==> src/rtl/clm_pkg.sv <==
// Package: shared encodings for the counter capture and threshold unit.
// Assumes: out_mode is two bits; code 2'b11 behaves as the "never" mode.
package clm_pkg;
    typedef enum logic [1:0] {
        OM_FIXED = 2'b00,
        OM_AT_OR_ABOVE = 2'b01,
        OM_AT_OR_BELOW = 2'b10,
        OM_SPARE = 2'b11
    } out_mode_e;
endpackage

==> src/rtl/clm_edge_sync.sv <==
// Module: brings an asynchronous pin into the clock domain through STAGES
// flops and flags one-cycle rising edges of the synchronised level.
// Assumes: STAGES >= 2; synchronous active-low reset clears all flops.
module clm_edge_sync #(
    parameter int STAGES = 2
) (
    input  logic clk,
    input  logic rst_n,
    input  logic pin_in,
    output logic rise_o
);
    localparam int LAST = STAGES - 1;

    logic [LAST:0] sync_q;
    logic          prev_q;

    // Shift the pin through the synchroniser chain and keep the previous level.
    always_ff @(posedge clk) begin
        if (!rst_n) begin
            sync_q <= '0;
            prev_q <= 1'b0;
        end else begin
            sync_q <= {sync_q[LAST-1:0], pin_in};
            prev_q <= sync_q[LAST];
        end
    end

    assign rise_o = sync_q[LAST] & ~prev_q;

    // an edge seen at the chain output was present on the pin two edges earlier
    p_sync_source_r1: assert property (@(posedge clk) disable iff (!rst_n)
        (rise_o && STAGES == 2) |-> $past(pin_in, 2));

    // a detected edge lasts exactly one cycle
    p_rise_single_r1: assert property (@(posedge clk) disable iff (!rst_n)
        rise_o |=> !rise_o);
endmodule

==> src/rtl/clm_capture.sv <==
// Module: holding register for captured counts, sticky fresh-value flag
// with read-select acknowledge, and the read-data selector.
// Assumes: cap_evt is a single-cycle pulse; acknowledge is the rising edge
// of rdsel; a capture takes priority over an acknowledge on the same edge.
module clm_capture #(
    parameter int CNT_W = 32
) (
    input  logic             clk,
    input  logic             rst_n,
    input  logic             cap_evt,
    input  logic             run,
    input  logic [CNT_W-1:0] count_val,
    input  logic             rdsel,
    output logic [CNT_W-1:0] rd_data,
    output logic             flag_o
);
    logic [CNT_W-1:0] held_q;
    logic             flag_q;
    logic             rdsel_q;
    logic             take;
    logic             ack;

    assign take = cap_evt & run;
    assign ack  = rdsel & ~rdsel_q;

    // Load the holding register on a qualified capture.
    always_ff @(posedge clk) begin
        if (!rst_n) begin
            held_q <= '0;
        end else if (take) begin
            held_q <= count_val;
        end
    end

    // Track the select bit so its rising edge can be recognised.
    always_ff @(posedge clk) begin
        if (!rst_n) begin
            rdsel_q <= 1'b0;
        end else begin
            rdsel_q <= rdsel;
        end
    end

    // Set the flag on capture, clear it on acknowledge, capture winning.
    always_ff @(posedge clk) begin
        if (!rst_n) begin
            flag_q <= 1'b0;
        end else if (take) begin
            flag_q <= 1'b1;
        end else if (ack) begin
            flag_q <= 1'b0;
        end
    end

    // Present either the held value or the live count to the host.
    always_comb begin
        if (rdsel) begin
            rd_data = held_q;
        end else begin
            rd_data = count_val;
        end
    end

    assign flag_o = flag_q;

    // a qualified capture stores the count of that edge
    p_hold_load_r1: assert property (@(posedge clk) disable iff (!rst_n)
        take |=> held_q == $past(count_val));

    // without a qualified capture the held value does not move
    p_hold_still_r2: assert property (@(posedge clk) disable iff (!rst_n)
        !take |=> $stable(held_q));

    // any capture leaves the flag set, acknowledge or not
    p_flag_set_r6: assert property (@(posedge clk) disable iff (!rst_n)
        take |=> flag_q);

    // a select edge without capture clears the flag
    p_flag_clear_r5: assert property (@(posedge clk) disable iff (!rst_n)
        (ack && !take) |=> !flag_q);

    // with neither event the flag keeps its value
    p_flag_keep_r5: assert property (@(posedge clk) disable iff (!rst_n)
        (!ack && !take) |=> $stable(flag_q));
endmodule

==> src/rtl/clm_compare.sv <==
// Module: registered threshold output with three behaviours selected by mode.
// Assumes: unsigned comparison; the spare mode code acts as the fixed mode.
module clm_compare #(
    parameter int CNT_W = 32
) (
    input  logic             clk,
    input  logic             rst_n,
    input  logic [CNT_W-1:0] count_val,
    input  logic [CNT_W-1:0] cmp_val,
    input  logic [1:0]       mode,
    input  logic             std_lvl,
    output logic             out_o
);
    import clm_pkg::*;

    logic at_or_above;
    logic at_or_below;
    logic next_out;
    logic out_q;

    assign at_or_above = (count_val >= cmp_val);
    assign at_or_below = (count_val <= cmp_val);

    // Choose the next output level from the active behaviour.
    always_comb begin
        case (out_mode_e'(mode))
            OM_AT_OR_ABOVE: next_out = at_or_above;
            OM_AT_OR_BELOW: next_out = at_or_below;
            default:        next_out = std_lvl;
        endcase
    end

    // Register the output level.
    always_ff @(posedge clk) begin
        if (!rst_n) begin
            out_q <= 1'b0;
        end else begin
            out_q <= next_out;
        end
    end

    assign out_o = out_q;

    // in the fixed or spare mode the output copies the standard level
    p_fixed_follow_r7: assert property (@(posedge clk) disable iff (!rst_n)
        (mode == 2'b00 || mode == 2'b11) |=> out_o == $past(std_lvl));

    // strictly below the threshold the at-or-above output is low
    p_above_low_r8: assert property (@(posedge clk) disable iff (!rst_n)
        (mode == 2'b01 && count_val < cmp_val) |=> !out_o);

    // strictly above the threshold the at-or-below output is low
    p_below_low_r9: assert property (@(posedge clk) disable iff (!rst_n)
        (mode == 2'b10 && count_val > cmp_val) |=> !out_o);

    // on equality both comparing behaviours drive high
    p_equal_high_r8: assert property (@(posedge clk) disable iff (!rst_n)
        ((mode == 2'b01 || mode == 2'b10) && count_val == cmp_val) |=> out_o);
endmodule

==> src/rtl/cnt_latch_cmp.sv <==
// Module: top of the counter capture and threshold unit. Synchronises the
// capture pin, holds captured counts with a fresh-value flag, and drives a
// registered threshold output.
// Assumes: count_val and cmp_val are synchronous to clk; cap_pin may be asynchronous.
module cnt_latch_cmp #(
    parameter int CNT_W       = 32,
    parameter int SYNC_STAGES = 2
) (
    input  logic             clk,
    input  logic             rst_n,
    input  logic [CNT_W-1:0] count_val,
    input  logic             count_run,
    input  logic             cap_pin,
    input  logic             ctrl_rdsel,
    input  logic             ctrl_stdout,
    input  logic [CNT_W-1:0] cmp_val,
    input  logic [1:0]       out_mode,
    output logic [CNT_W-1:0] rd_data,
    output logic             stat_new,
    output logic             out_pin
);
    logic cap_rise;

    clm_edge_sync #(.STAGES(SYNC_STAGES)) u_sync (
        .clk    (clk),
        .rst_n  (rst_n),
        .pin_in (cap_pin),
        .rise_o (cap_rise)
    );

    clm_capture #(.CNT_W(CNT_W)) u_cap (
        .clk       (clk),
        .rst_n     (rst_n),
        .cap_evt   (cap_rise),
        .run       (count_run),
        .count_val (count_val),
        .rdsel     (ctrl_rdsel),
        .rd_data   (rd_data),
        .flag_o    (stat_new)
    );

    clm_compare #(.CNT_W(CNT_W)) u_cmp (
        .clk       (clk),
        .rst_n     (rst_n),
        .count_val (count_val),
        .cmp_val   (cmp_val),
        .mode      (out_mode),
        .std_lvl   (ctrl_stdout),
        .out_o     (out_pin)
    );

    // the cycle after a reset edge the flag and output are low
    p_reset_clear_r11: assert property (@(posedge clk)
        !rst_n |=> (!stat_new && !out_pin));

    // with select low the live count is presented unchanged
    p_live_read_r4: assert property (@(posedge clk) disable iff (!rst_n)
        !ctrl_rdsel |-> rd_data == count_val);
endmodule

==> config.mk <==
export PLATFORM = sky130hd
export DESIGN_NAME = cnt_latch_cmp
export DESIGN_NICKNAME = d
export VERILOG_FILES = /design/src/rtl/clm_pkg.sv /design/src/rtl/clm_edge_sync.sv /design/src/rtl/clm_capture.sv /design/src/rtl/clm_compare.sv /design/src/rtl/cnt_latch_cmp.sv
export SDC_FILE = /design/constraint.sdc
export NUM_CORES = 1
export LEC_CHECK = 0
export BUFFER_PORTS_ARGS = -buffer_cell sky130_fd_sc_hd__buf_2
export CAP_MARGIN = 20
export CORE_AREA = 2 2 92 94
export DETAILED_ROUTE_END_ITERATION = 8
export DIE_AREA = 0 0 94 96
export PLACE_DENSITY = 0.68
export SYNTH_ARGS = -nofsm -noshare
export SYNTH_HDL_FRONTEND = slang
export SYNTH_HIERARCHICAL = 1
export SYNTH_SLANG_ARGS = --single-unit
==> constraint.sdc <==
create_clock -name clk -period 5.8 [get_ports clk]
set_clock_uncertainty 0.15 [all_clocks]
set_input_delay 1.16 -clock clk [delete_from_list [all_inputs] [get_ports clk]]
set_output_delay 1.16 -clock clk [all_outputs]
set_load 0.01 [all_outputs]
Yosys cells after proc, flatten, opt, wreduce, memory -nomap -nowiden
Cells that the tools add are included.

Flip-flop bits (word level): 38. Input bits: 72. Output and inout bits: 34. Word-level logic and storage cells: 20.

$lt $le $gt $ge: 2. Equal/unequal tests: 2. Mux-type cells: 4. Bitwise logic cells: 5. Reduce and logical (&&, ||, !) cells: 1.

Operators by type and width (number): $ge 32x32->1 (1); $le 32x32->1 (1); $mux 32 (1); $and 1x1->1 (3); $eq 2x1->1 const B (1); $eq 2x2->1 const B (1); $mux 1 (2); $not 1->1 (2); $pmux 1 s2 (1); $reduce_bool 2->1 (1).

Logic depth before layout (Yosys ltp)
Gate-level depths: netlist (run 1).

Depth in word-level cells: 4. Depth in mapped cells: 8. Mapped depth without buffers: 8.

By module
The synthesis (run 1) kept the hierarchy.

By module, submodules not included: clm_capture (times used 1, cells an instance 189, area each 1941.9 µm², sequential area each 680.7 µm²); clm_compare (times used 1, cells an instance 124, area each 893.4 µm², sequential area each 20.0 µm²); clm_edge_sync (times used 1, cells an instance 7, area each 92.6 µm², sequential area each 60.1 µm²).

Least setup slack after synthesis (run 1)
OpenSTA, ideal clock, no wires.

Kind: input-to-output. From: input port ctrl_rdsel. To: output port rd_data[10]. Arrival time: 1.743 ns. Required time: 4.490 ns. Setup slack: 2.747 ns. Stages on the path: 3. Buffers on the path: 2. Path through: buf_6 > buf_6 > mux2_4.

Word-level cells in the longest chain between the ends: 1.

RTL lines: start: declaration (RTL line cnt_latch_cmp.sv:14) `input logic ctrl_rdsel,`; $mux 32 (RTL line clm_capture.sv:57) `if (rdsel) begin`; end: declaration (RTL line cnt_latch_cmp.sv:18) `output logic [CNT_W-1:0] rd_data,`.

No other way between the ends.

Worst setup path after layout (run 1)
From: input port ctrl_rdsel. To: output port rd_data[26].

The elaborated chain is that of the path after synthesis.

==> metrics.csv, run 1 <==
metric,value,unit
min_from,u_sync/sync_q[0],
netlist_area,0.00293,mm²
start_util,36.4,%
ys_seq_area_share,26.0,%
required,4490,ps
gr-usage-met1,20.4,%
place.gp.congestion,0.702,
setup_slack,2030,ps
synth.ff_latch_count,38,
relSlewSlack,29.9,%
whs_path_depth,1,
post_dp_cell_area,0.00343,mm²
cts_hold_buf,0,
first_global_vias,2329,
arrival,2460,ps
status,finished clean,
grt_first_pass_wirelength,10700,µm
netlist.area_leader.share,26.0,%
place_ws,2000,ps
cts_repair_resize_count,0,
core_area,0.00805,mm²
worstMarginPinSlew,1050,ps
cts_sinks,38,
powerDensity,182,mW/mm²
layout-drive-gt1-share,42.9,%
ys_warn_count,6,
top_usage_layer,met2,
syn_to_final_growth,21.6,%
setup_viol,0,
grt_max_degree,73,
final_common_cell,buf_2,
stdcell_count,518,
met3_usage,2.90,%
syn_area_per_cell,9.15,µm²
io_buffers,105,
drv_cap,0,
globalRouteOverflowTotal,0,
start_kind,input pin,
clk_pin_slew,80,ps
clk_path_buf_depth,2,
final_cell_mix,"buf_2, nand2_1, nand4_1, dfxtp_1",
yosysTopAreaCell,dfxtp_1,
post_cts_buffers,0,
route.detailed.drc,0,
fin_hold_ws,283,ps
ir_drop,0.0977,mV
fmax,0.265,GHz
drtPass1Iterations,4,
antenna_left,0,
syn_inst,320,
cp_max_fo,34,
die_w,94,µm
crit_type,input pin to primary output,
reg2reg_from,u_sync/sync_q[1],
hold_path_end,u_sync/sync_q[1],
placed_cells,509,
hold_viol,0,
root_buffer,clkbuf_8,
synthTopCellsByArea,"dfxtp_1, mux2_4, ha_1",
wire_per_inst,13.2,µm
antenna_found_initial,0,
rrSetupSlack,3920,ps
viasPerCell,4.94,
grt_util_all_layers,14.8,%
p_leak,1.80,nW
rr_endpoint,u_cap/held_q[26],
htree_levels,2,
finalNetCount,518,
hold_class,register to register,
die_area,0.00902,mm²
rows,33,
finalCriticalPeriod,3770,ps
rsz0062_at_grt,false,
place_hpwl,5060,µm
cts_inserted_buffers,5,
grt_util_met2,23.7,%
antenna_cells,0,
power,0.648,mW
fin_area,0.00356,mm²
wirelength,6850,µm
syn_nets,426,
cts_tree,built,
finalSetupTns,0,ps
pin_count,106,
yosysUniqueCellTypes,37,
reg2regPathDepth,4,
clk_latency,290,ps
die_h,96,µm
final_util,44.2,%
vias,2559,
crit_path_end_kind,primary output,
fin_crit_sh,65.0,%
drt_iter0_drc,81,
finalMaxSlewViolations,0,
registers in the layout (all words and copies together) (netlist names):
signal,count
u_sync/prev_q,1
u_sync/sync_q,2
u_cap/rdsel_q,1
u_cmp/out_o,1
u_cap/flag_o,1
u_cap/held_q,32
layer usage:
layer | vias up | wire length [µm]
met1 | 1152 | 3350
met4 | 0 | 59
met5 | - | 0
met3 | 6 | 365
li1 | 1327 | -
met2 | 74 | 3070
report_power, final:
group	switching, mW	internal [mW]	leakage (nW)
clock network	0.0955	0.120	0.0575
registers	0.00295	0.267	0.308
logic	0.0843	0.0776	1.43
synth_stat cells, drive strengths merged:
library cell	instances
a21boi	1
a21o	2
a21oi	13
a221o	1
a221oi	1
a31oi	2
and2	5
and3	1
and4	1
buf	22
dfxtp	38
ha	34
inv	34
mux2	32
nand2	40
nand2b	1
nand3	4
nand3b	1
nand4	38
nor2	2
nor2b	3
nor3	1
nor4	2
o211ai	1
o21ai	36
o2bb2ai	1
o311ai	1
o31a	1
or3b	1
how the worst max path moves through the flow:
stage / startpoint / to / slack [ps]
finish: ctrl_rdsel / rd_data[26] / 2030
global placement: ctrl_rdsel / rd_data[31] / 2010
global route: ctrl_rdsel / rd_data[29] / 1940
CTS: ctrl_rdsel / rd_data[29] / 1990
detailed placement: ctrl_rdsel / rd_data[29] / 2000
floorplan: ctrl_rdsel / rd_data[10] / 2750
layout make-up:
cell class,count,area (µm²)
fillers,792,4490
multi-input cells,226,1880
flip-flops and latches,38,761
repair buffers,107,553
well taps,105,131
inverters,34,128
clock buffers,8,110
critical path: stages:
cell    delay, ps
buf_2         760
mux2_4        350
buf_2         140
logic make-up (layout without fill, tap and decap cells):
logic type      Yosys count  after routing  share of synthesized area (%)
buf+inv                  56            149                           9.91
fa+ha+maj                34             34                           14.5
simple gates            100            100                           18.1
mux                      32             32                           16.0
flops                    38             38                           26.0
compound gates           60             60                           15.4
Note: power is estimated with default switching activity, not from simulation.
==> inputs of run 2 (changes only) <==
- clock period: 5.8 -> 3.5 ns (I/O delays scaled with it)
==> metrics.csv, run 2 (synthesized netlist as in run 1, its figures left out) <==
metric,value,unit
status,finished clean,
slowest_stage,buf_2,
whs_path_depth,1,
critPathMostFrequentCell,buf_2,
cts_sinks,38,
hold_viol,0,
crit_chain,buf_2 > buf_4 > mux2_4 > buf_2,
ir_drop,0.123,mV
first_global_vias,2440,
die_h,96,µm
multi_input_area,0.00188,mm²
htree_levels,2,
cp_max_fo,13,
hold_path_end,u_sync/sync_q[1],
top_register,u_cap/held_q,
finalSetupTns,0,ps
crit_type,input pin to primary output,
route.detailed.drc,0,
swShare,29.3,%
post_cts_buffers,0,
syn_to_final_growth,21.0,%
vias,2661,
final_common_cell,buf_2,
required,2650,ps
cts_repair_resize_count,0,
antenna_cells,0,
clk_pin_slew,80,ps
setup_viol,0,
met2_length,3350,µm
critical_path.max_stage_delay,350,ps
worstMarginPinSlew,770,ps
antenna_found_initial,0,
clk_path_buf_depth,2,
reg.largest.list,"u_cap/held_q x32, u_sync/sync_q x2",
arrival,1850,ps
pwr-share-comb,26.2,%
cts_inserted_buffers,5,
drtPass1Iterations,6,
die_area,0.00902,mm²
powerDensity,291,mW/mm²
wirelength,7190,µm
p_leak,1.79,nW
switching_power,0.302,mW
core_area,0.00805,mm²
finalNetCount,520,
reg2regPathDepth,3,
ff_latch_area,761,µm²
io_buffers,105,
cts_hold_buf,0,
min_from,u_sync/sync_q[0],
fin_crit_sh,77.1,%
wire_per_inst,13.8,µm
p_int,0.730,mW
rows,33,
rrSetupSlack,2030,ps
drv_cap,0,
start_kind,input pin,
final_cell_mix,"buf_2, nand2_1, nand4_1, dfxtp_1",
fmax,0.371,GHz
fill_cells,802,
pin_count,106,
viasPerCell,5.12,
grt_max_degree,47,
die_w,94,µm
drt_iter0_drc,82,
place.gp.congestion,0.774,
rr_endpoint,u_cap/held_q[26],
clk_latency,290,ps
reg2reg_from,u_sync/sync_q[1],
globalRouteOverflowTotal,0,
top_layer_used,met4,
largest_reg_flops,32,
finalMaxSlewViolations,0,
place_hpwl,5350,µm
relSlewSlack,48.7,%
start_util,36.4,%
root_buffer,clkbuf_8,
wl_met3,401,µm
hold_class,register to register,
antenna_left,0,
grt_first_pass_wirelength,11500,µm
crit_path_end_kind,primary output,
finalCriticalPeriod,2700,ps
rsz0062_at_grt,false,
grt_util_all_layers,16.0,%
cts_tree,built,
fin_area,0.00354,mm²
layout-drive-gt1-share,42.9,%
post_dp_cell_area,0.00345,mm²
seq_power_share,43.4,%
wl_met1,3400,µm
pwr-share-clk,30.4,%
crit_path_start,ctrl_rdsel,
==> run 2: worst max path at each step <==
stage | end | slack [ps]
floorplan | u_cmp/out_o | 950
finish | rd_data[10] | 800
global placement | u_cmp/out_o | 720
global route | rd_data[20] | 750
CTS | rd_data[10] | 770
detailed placement | u_cmp/out_o | 710
==> run 2: power by group through the flow <==
stage | Combinational [mW] | Sequential, mW | Clock [mW]
2_1_floorplan | 0.172 | 0.457 | 0
3_3_place_gp | 0.266 | 0.457 | 0
3_5_place_dp | 0.271 | 0.458 | 0
4_1_cts | 0.272 | 0.448 | 0.333
5_1_grt | 0.302 | 0.449 | 0.348
6_report | 0.270 | 0.448 | 0.313
==> run 2: final cells by class <==
cell class                 instances  share of cell area, %
clock inverter                     1                  0.141
multi-input combinational        226                   53.0
tap                              105                   3.71
inverter                          34                   3.60
clock buffer                       7                   2.44
sequential                        38                   21.5
timing repair buffer             109                   15.7
==> run 2: routing by layer <==
metal / up-vias / global-route usage (%)
met5: - / 0
li1: 1332 / -
met4: 0 / 3.26
met1: 1245 / 20.8
met2: 80 / 27.6
met3: 4 / 3.21
==> run 2: worst max-delay path, delay by kind of cell <==
kind	cells	cell delay [ps]
buffers and inverters	3	820
muxes	1	330
==> run 2: stage by stage <==
step | util, % | total power [mW] | setup slack (ps) | hold slack, ps | cells
6_report | 44.0 | 1.03 | 801 | 284 | 520
5_1_grt | 44.0 | 1.10 | 749 | 306 | 520
4_1_cts | 44.0 | 1.05 | 773 | 285 | 520
3_5_place_dp | 42.9 | 0.729 | 712 | 265 | 512
3_3_place_gp | 42.9 | 0.723 | 717 | 269 | 512
2_1_floorplan | - | 0.629 | 948 | 256 | 320
